==> src/rtl/rtc_tick_pkg.sv <==
package rtc_tick_pkg;
    typedef enum logic {
        ST_IDLE = 1'b0,
        ST_RUN  = 1'b1
    } tick_state_e;

    localparam logic [1:0] A_CTRL   = 2'd0;
    localparam logic [1:0] A_RELOAD = 2'd1;
    localparam logic [1:0] A_PEND   = 2'd2;
    localparam logic [1:0] A_LIVE   = 2'd3;

    localparam int CTL_MASTER_BIT = 0;
    localparam int CTL_SEL_LSB    = 4;
    localparam int CTL_TICK_BIT   = 8;
endpackage

==> src/rtl/rtc_tick_prescaler.sv <==
module rtc_tick_prescaler #(
    parameter int PRE_W = 15,
    parameter int SEL_W = 4
) (
    input  logic             clk,
    input  logic             rst_n,
    input  logic             ref_stb,
    input  logic [SEL_W-1:0] sel,
    output logic             div_pulse
);
    logic [PRE_W-1:0] pre_q;
    logic [PRE_W-1:0] low_mask;

    // free-running strobe counter
    always_ff @(posedge clk) begin
        if (!rst_n) begin
            pre_q <= '0;
        end else if (ref_stb) begin
            pre_q <= pre_q + 1'b1;
        end
    end

    // pulse when the low N bits are about to roll over
    always_comb begin
        low_mask  = ~({PRE_W{1'b1}} << sel);
        div_pulse = ref_stb && ((pre_q & low_mask) == low_mask);
    end
endmodule

==> src/rtl/rtc_tick_ctrl.sv <==
module rtc_tick_ctrl
    import rtc_tick_pkg::*;
#(
    parameter int DATA_W     = 16,
    parameter int CNT_W      = 16,
    parameter int SEL_W      = 4,
    parameter int RELOAD_MIN = 2
) (
    input  logic              clk,
    input  logic              rst_n,
    input  logic              wr_en,
    input  logic [1:0]        wr_addr,
    input  logic [DATA_W-1:0] wr_data,
    output logic [SEL_W-1:0]  sel_q,
    output logic [CNT_W-1:0]  reload_q,
    output logic              start_req,
    output logic              stop_req,
    output logic              pend_clr
);
    logic tick_en_q;
    logic ctl_wr;
    logic new_master;
    logic new_tick;
    logic reload_ok;

    always_comb begin
        ctl_wr     = wr_en && (wr_addr == A_CTRL);
        new_master = wr_data[CTL_MASTER_BIT];
        new_tick   = wr_data[CTL_TICK_BIT];
        reload_ok  = wr_en && (wr_addr == A_RELOAD) &&
                     (wr_data > DATA_W'(RELOAD_MIN));
        start_req  = ctl_wr && new_master && new_tick && !tick_en_q &&
                     (reload_q != '0);
        stop_req   = ctl_wr && (!new_master || (!new_tick && tick_en_q));
        pend_clr   = wr_en && (wr_addr == A_PEND) && wr_data[0];
    end

    always_ff @(posedge clk) begin
        if (!rst_n) begin
            tick_en_q <= 1'b0;
            sel_q     <= '0;
            reload_q  <= '0;
        end else begin
            if (ctl_wr) begin
                tick_en_q <= new_tick;
                if (new_master) begin
                    sel_q <= wr_data[CTL_SEL_LSB +: SEL_W];
                end
            end
            if (reload_ok) begin
                reload_q <= wr_data[CNT_W-1:0];
            end
        end
    end
endmodule

==> src/rtl/rtc_tick_core.sv <==
module rtc_tick_core
    import rtc_tick_pkg::*;
#(
    parameter int CNT_W = 16
) (
    input  logic             clk,
    input  logic             rst_n,
    input  logic             start_req,
    input  logic             stop_req,
    input  logic             div_pulse,
    input  logic             pend_clr,
    input  logic [CNT_W-1:0] reload_q,
    output tick_state_e      state_q,
    output logic [CNT_W-1:0] live_cnt,
    output logic             pend_q,
    output logic             expire
);
    tick_state_e      state_d;
    logic [CNT_W-1:0] cnt_d;
    logic             load;
    logic             step;

    // state register
    always_ff @(posedge clk) begin
        if (!rst_n) begin
            state_q <= ST_IDLE;
        end else begin
            state_q <= state_d;
        end
    end

    // transitions: T_START, T_STOP
    always_comb begin
        state_d = state_q;
        unique case (state_q)
            ST_IDLE: if (start_req) state_d = ST_RUN;
            ST_RUN:  if (stop_req)  state_d = ST_IDLE;
            default: state_d = ST_IDLE;
        endcase
    end

    // datapath controls and next count
    always_comb begin
        load   = (state_q == ST_IDLE) && start_req;
        step   = (state_q == ST_RUN) && !stop_req && div_pulse;
        expire = step && (live_cnt == CNT_W'(1));
        cnt_d  = live_cnt;
        if (load || expire) begin
            cnt_d = reload_q;
        end else if (step) begin
            cnt_d = live_cnt - 1'b1;
        end
    end

    always_ff @(posedge clk) begin
        if (!rst_n) begin
            live_cnt <= '0;
            pend_q   <= 1'b0;
        end else begin
            live_cnt <= cnt_d;
            if (expire) begin
                pend_q <= 1'b1;
            end else if (pend_clr) begin
                pend_q <= 1'b0;
            end
        end
    end
endmodule

==> src/rtl/rtc_tick_timer.sv <==
module rtc_tick_timer
    import rtc_tick_pkg::*;
#(
    parameter int DATA_W     = 16,
    parameter int CNT_W      = 16,
    parameter int PRE_W      = 15,
    parameter int SEL_W      = 4,
    parameter int RELOAD_MIN = 2
) (
    input  logic              clk,
    input  logic              rst_n,
    input  logic              ref_stb,
    input  logic              wr_en,
    input  logic [1:0]        wr_addr,
    input  logic [DATA_W-1:0] wr_data,
    input  logic [1:0]        rd_addr,
    output logic [DATA_W-1:0] rd_data,
    output logic              tick_irq
);
    logic [SEL_W-1:0] sel_q;
    logic [CNT_W-1:0] reload_q;
    logic             start_req;
    logic             stop_req;
    logic             pend_clr;
    logic             div_pulse;
    tick_state_e      core_state;
    logic [CNT_W-1:0] live_cnt;
    logic             pend_q;
    logic             expire;

    rtc_tick_prescaler #(.PRE_W(PRE_W), .SEL_W(SEL_W)) pre_i (
        .clk(clk), .rst_n(rst_n), .ref_stb(ref_stb),
        .sel(sel_q), .div_pulse(div_pulse)
    );

    rtc_tick_ctrl #(
        .DATA_W(DATA_W), .CNT_W(CNT_W), .SEL_W(SEL_W), .RELOAD_MIN(RELOAD_MIN)
    ) ctrl_i (
        .clk(clk), .rst_n(rst_n), .wr_en(wr_en), .wr_addr(wr_addr),
        .wr_data(wr_data), .sel_q(sel_q), .reload_q(reload_q),
        .start_req(start_req), .stop_req(stop_req), .pend_clr(pend_clr)
    );

    rtc_tick_core #(.CNT_W(CNT_W)) core_i (
        .clk(clk), .rst_n(rst_n), .start_req(start_req), .stop_req(stop_req),
        .div_pulse(div_pulse), .pend_clr(pend_clr), .reload_q(reload_q),
        .state_q(core_state), .live_cnt(live_cnt), .pend_q(pend_q),
        .expire(expire)
    );

    always_comb begin
        tick_irq = pend_q;
        unique case (rd_addr)
            A_PEND:  rd_data = DATA_W'(pend_q);
            A_LIVE:  rd_data = DATA_W'(live_cnt);
            default: rd_data = '0;
        endcase
    end
endmodule

==> config.mk <==
export PLATFORM = sky130hd
export DESIGN_NAME = rtc_tick_timer
export DESIGN_NICKNAME = d
export VERILOG_FILES = /design/src/rtl/rtc_tick_pkg.sv /design/src/rtl/rtc_tick_prescaler.sv /design/src/rtl/rtc_tick_ctrl.sv /design/src/rtl/rtc_tick_core.sv /design/src/rtl/rtc_tick_timer.sv
export SDC_FILE = /design/constraint.sdc
export NUM_CORES = 1
export LEC_CHECK = 0
export BUFFER_PORTS_ARGS = -buffer_cell sky130_fd_sc_hd__clkbuf_2
export CAP_MARGIN = 20
export CORE_MARGIN = 2
export CORE_UTILIZATION = 40
export CTS_CLUSTER_DIAMETER = 120
export DETAILED_ROUTE_END_ITERATION = 6
export SYNTH_ARGS = -nofsm -noshare
export SYNTH_HDL_FRONTEND = slang
export SYNTH_HIERARCHICAL = 1
export SYNTH_SLANG_ARGS = --single-unit
==> constraint.sdc <==
create_clock -name clk -period 2.7 [get_ports clk]
set_input_delay 0.54 -clock clk [delete_from_list [all_inputs] [get_ports clk]]
set_output_delay 0.54 -clock clk [all_outputs]
set_load 0.1 [all_outputs]
* After elaboration in Yosys (flattened, before gate mapping)
Cells that the tools add are included.
** Operators by class
- Equal/unequal tests :: 6
- Reductions and logical operators :: 27
- Multiplexer cells :: 8
- Add/subtract/negate cells :: 2
- $lt $le $gt $ge :: 1
- Shift operators :: 1
- Bitwise logic cells :: 3
** Operator list (count)
- 16-bit two-way mux :: 2
- 16-bit one-hot mux with 2 select lines :: 1
- 16-bit by 1-bit equality test with 1-bit output, second input constant :: 1
- 16-bit by 2-bit > comparator with 1-bit output, second input constant :: 1
- 1-bit logical AND :: 16
- 16-bit nonzero test :: 1
- 16-bit by 1-bit subtractor with 16-bit output, second input constant :: 1
- 15-bit by 1-bit adder with 15-bit output, second input constant :: 1
- 15-bit AND :: 1
- 15-bit equality test :: 1
- 15-bit inverter :: 1
- 15-bit by 4-bit left shift with 15-bit output, first input constant :: 1
- 2-bit equality test, second input constant :: 3
- 1-bit zero test :: 4
- 1-bit two-way mux :: 4
- 2-bit nonzero test :: 2
- 2-bit by 1-bit equality test with 1-bit output, second input constant :: 1
- 2-bit zero test :: 1
- 1-bit logical OR :: 2
- 1-bit one-hot mux with 2 select lines :: 1
- 2-bit AND reduction :: 1
- 1-bit inverter :: 1
** Storage, ports and cells
- Flip-flop bits (word level) :: 54
- Logic and storage cells :: 55
- Output and inout bits :: 17
- Input bits :: 24

* Longest topological paths before layout
- Depth in word-level cells :: 10
- Depth in mapped cells :: 12
- Depth with buffers taken out :: 9

* By module
Netlist, hierarchy kept.
** By module, submodules not included
- rtc_tick_ctrl :: cells each 104, area an instance 983.4 µm², instances 1, seq. area each 420.4 µm²
- rtc_tick_core :: cells each 121, area an instance 970.9 µm², instances 1, seq. area each 360.3 µm²
- rtc_tick_prescaler :: cells each 103, area an instance 878.3 µm², instances 1, seq. area each 300.3 µm²
- rtc_tick_timer :: cells each 19, area an instance 132.6 µm², instances 1, seq. area each 0.0 µm²

* Least setup slack after synthesis
No wires, ideal clock.
- Path kind :: reg-to-output
- Start :: register core_i.pend_q
- End :: output port rd_data[0]
- Data arrival time :: 2.470 ns
- Setup slack :: -0.310 ns
- Required time :: 2.160 ns
- Stages on the path, launching flop included :: 3
- Path buffers :: 0
- Cell sequence :: dfxtp_1 mux2i_1 nor2b_1
** Between the ends
- Cells in the longest elaborated chain, start to end :: 1
** Ends and longest elaborated chain
- start, declared :: line rtc_tick_core.sv:15 : output logic pend_q,
- start signal, assigned :: line rtc_tick_core.sv:58 : pend_q <= 1'b0;
- start signal, assigned :: line rtc_tick_core.sv:62 : pend_q <= 1'b1;
- start signal, assigned :: line rtc_tick_core.sv:64 : pend_q <= 1'b0;
- 16-bit one-hot mux with 2 select lines :: line rtc_tick_timer.sv:53 : unique case (rd_addr)
- end, declared :: line rtc_tick_timer.sv:17 : output logic [DATA_W-1:0] rd_data,
Every way passes these cells.

* Worst setup path after layout
- Start :: register ctrl_i.sel_q[0]
- End :: register core_i.live_cnt[10]
** Between the ends
- Cells in the longest elaborated chain, start to end :: 9
** Ends and longest elaborated chain
- start, declared :: line rtc_tick_ctrl.sv:14 : output logic [SEL_W-1:0] sel_q,
- start signal, assigned :: line rtc_tick_ctrl.sv:47 : sel_q <= wr_data[CTL_SEL_LSB +: SEL_W];
- 15-bit by 4-bit left shift with 15-bit output * :: line rtc_tick_prescaler.sv:25 : low_mask = ~({PRE_W{1'b1}} << sel);
- 15-bit inverter * :: line rtc_tick_prescaler.sv:25
- 15-bit AND :: line rtc_tick_prescaler.sv:26 : div_pulse = ref_stb && ((pre_q & low_mask) == low_mask);
- 15-bit equality test * :: line rtc_tick_prescaler.sv:26
- 1-bit logical AND * :: line rtc_tick_prescaler.sv:26
- named net div_pulse :: line rtc_tick_timer.sv:25 : logic div_pulse;
- 1-bit logical AND * :: line rtc_tick_core.sv:45 : step = (state_q == ST_RUN) && !stop_req && div_pulse;
- 1-bit logical AND :: line rtc_tick_core.sv:46 : expire = step && (live_cnt == CNT_W'(1));
- 1-bit logical OR :: line rtc_tick_core.sv:48 : if (load || expire) begin
- 16-bit two-way mux or 2-bit nonzero test (tied branches)
- end signal, assigned :: line rtc_tick_core.sv:60 : live_cnt <= cnt_d;
- end, declared :: line rtc_tick_core.sv:14 : output logic [CNT_W-1:0] live_cnt,
The timed path passes the listed nets; every way through them passes the cells marked *.
A chain may end at the register's enable or synchronous reset.

==> results.yml <==
timing:
  rsz0062_at_grt: "no"
  timing.final.setup_violations: 0
  slew_violations: 0
  period_share_pct: 91.6
  worst_slew_pin_slew_ps: 578
  relSlewSlack_pct: 60.9
  setup_tns_ps: 0
  hold_violations: 0
  skew_ps: 12.3
  fin_crit_ps: 2470
  whs_ps: 473
  timing.fmax_ghz: 0.404
min_path:
  hp-class: "input port to flip-flop"
  hold_depth: 3
  holdPathEnd: "ctrl_i/reload_q[9]"
  min_from: "wr_data[9]"
final_layout:
  design_area_um2: 3390
  layout.cells.non_filler: 488
  syn2layout_area_growth_pct: 14.4
  seqCellArea_um2: 1080
  layout-drive-gt1-share_pct: 19.8
  fill_cells: 735
  mostFrequentLayoutCells: "nand2_1 (53), dfxtp_1 (53), clkbuf_2 (40)"
  nNetsFinal: 416
  multi_input_comb_area_um2: 1770
  n_antenna_cell: 0
drt:
  dr.pass1.iters: 4
  via_per_inst: 5.25
  wl_per_cell_um: 14.1
  dr.first_iter.drc_count: 117
  drt.antenna.violating_nets: 0
  wirelength_mm: 6.88
  vias: 2561
  route.detailed.drc: 0
critical_path:
  rrSetupSlack_ps: 230
  worst_r2r_startpoint: "ctrl_i/sel_q[0]"
  rr_worst_depth: 10
  startpoint_type: "flip-flop"
  path_cells: "a21oi_1 > o21bai_1 > a2111oi_0 > and4_1 > and3b_1 > buf_4 > and2_1 > nand4_1 > xor2_1 > a211oi_1"
  setup.worst_path.class: "flip-flop to flip-flop"
  crit_slowest_cell: "dfxtp_1"
  crit_path_max_incr_delay_ps: 370
  cp-end-kind: "flip-flop"
  path_max_fanout: 6
  crit_family: "compound AO/OA/AOI/OAI gates"
  cp_data_arrival_time_ps: 2700
  required_ps: 2930
  worstPathBufferInverterCount: 1
  r2r-end: "core_i/live_cnt[10]"
pwr:
  ir_worst_vdd_v: 0.000282
  leakage_nw: 1.38
  p_per_area_nw_per_um2: 427
  p_total_mw: 1.45
global_route:
  grt-busiest-layer: "met1"
  grtUsageTotal_pct: 17.3
  antenna_found_initial: 0
  grt_pass1_wl_mm: 11.6
  grt_overflow_total: 0
  use_met1_pct: 26.2
  gr-usage-met3_pct: 2.68
  grt_max_degree: 42
  grt_pass1_vias: 2316
  use_met2_pct: 25.6
floorplan:
  rows: 31
  dieArea_um2: 8120
  die_h_um: 90.1
  start_util_pct: 41.1
  coreArea_um2: 7210
  io_pins: 41
  dieWidth_um: 90.1
clocking:
  cts_tree: "yes"
  htreeDepth: 2
  cts.path.max_buffers: 2
  cts_root_buffer: "clkbuf_8"
  holdBufCountCts: 0
  clk_latency_ps: 310
  cts_sinks: 54
  cts_buffers: 5
  path_clk_slew_ps: 100
logic_synthesis:
  syn_area_um2: 2970
  syn_nets: 374
  synthFlopType: "dfxtp_1"
  ys_async_sr_fraction_pct: 0
  syn_area_per_cell_um2: 8.55
  synth.distinct_cells: 50
  ys_warn_count: 6
  ys_seq_area_share_pct: 36.5
  synth_edf_count: 0
  synthCells: 347
  ys_ff_latch: 54
placed_design:
  placedInstanceArea_um2: 3290
  hpwlAfterDp_mm: 5.16
  dp.cells: 479
  io_buffers: 40
  place_congestion: 0.834
job:
  max-cap-violations: 0
run_status:
  status: "finished, final reports clean"
[per-layer routing]
metal | part of all wire (%) | routed length (µm)
met1 | 54 | 3690
met3 | 3.7 | 254
met4 | 0.52 | 36
met2 | 42 | 2900
met5 | 0 | 0
[power breakdown]
group	leakage (nW)	total (mW)	internal, mW	switching (mW)
sequential	0.438	0.838	0.816	0.0220
clock	0.0438	0.434	0.175	0.259
combinational	0.896	0.177	0.0734	0.104
total	1.38	1.45	1.06	0.385
[synth_stat cells, drive strengths merged (4+ instances only)]
cell | count | area [µm²]
a211oi | 10 | 75.1
a21boi | 4 | 30.0
a21oi | 7 | 35.0
and2 | 10 | 62.6
and3 | 18 | 119
buf | 5 | 43.8
clkbuf | 14 | 53.8
dfxtp | 54 | 1080
inv | 6 | 22.5
mux2i | 25 | 250
nand2 | 53 | 199
nand2b | 6 | 37.5
nand3 | 6 | 30.0
nand3b | 4 | 30.0
nand4 | 11 | 75.1
nor2 | 22 | 82.6
nor2b | 9 | 56.3
nor3 | 8 | 40.0
nor4 | 13 | 109
o21ai | 12 | 60.1
or3 | 4 | 25.0
xnor2 | 12 | 105
xor2 | 7 | 61.3
[per-stage QoR]
stage	utilization, %	setup WS (ps)
final	47.0	226
after global placement	45.6	185
after CTS	46.7	159
after floorplan	-	133
after global routing	47.0	3.73
after detailed placement	45.6	106
[worst min-delay path, delay by kind of cell]
kind / cells / cell delay (ps)
buf+inv: 1 / 90
simple gates: 1 / 50
mux: 1 / 50
[cell type report]
class / instances / area share (%)
clock buffer: 5 / 2.03
clock inverter: 2 / 0.295
inverter: 6 / 0.664
multi-input combinational: 268 / 52.2
sequential: 54 / 31.9
tap: 99 / 3.65
timing repair buffer: 54 / 9.22
[cells by family (layout without fill, tap and decap cells)]
group                      Yosys count  in the layout  synth area share, %
buffers and inverters               25             67                 4.05
adders and majority gates            3              3                 1.27
and+or+nand+nor                    174            174                 32.3
xor gates and xnor gates            19             19                 5.61
muxes                               25             25                 8.44
AOI/OAI and AO/OA                   47             47                 11.9
DFF                                 54             54                 36.5
[how the worst max path moves through the flow]
stage / to / depth (start not counted) / slack [ps] / startpoint
2_1_floorplan: core_i/live_cnt[13] / 11 / 130 / ref_stb
3_3_place_gp: core_i/live_cnt[10] / 10 / 180 / ref_stb
3_5_place_dp: core_i/live_cnt[10] / 10 / 110 / ref_stb
4_1_cts: core_i/live_cnt[0] / 10 / 160 / ctrl_i/sel_q[2]
5_1_grt: core_i/live_cnt[0] / 9 / 4 / pre_i/pre_q[6]
6_report: core_i/live_cnt[10] / 10 / 230 / ctrl_i/sel_q[0]
[flip-flops by register name, summed over array words and instances, names as in the netlist]
name,flops
core_i/live_cnt,16
ctrl_i/reload_q,16
pre_i/pre_q,15
ctrl_i/sel_q,4
core_i/pend_q,1
core_i/state_q,1
ctrl_i/tick_en_q,1
[timing repair]
item / CTS / global route
setup endpoints to repair: 0 / 11
gates resized for setup: 0 / 1
setup buffers: 0 / 1
(Power assumes the default switching activity.)
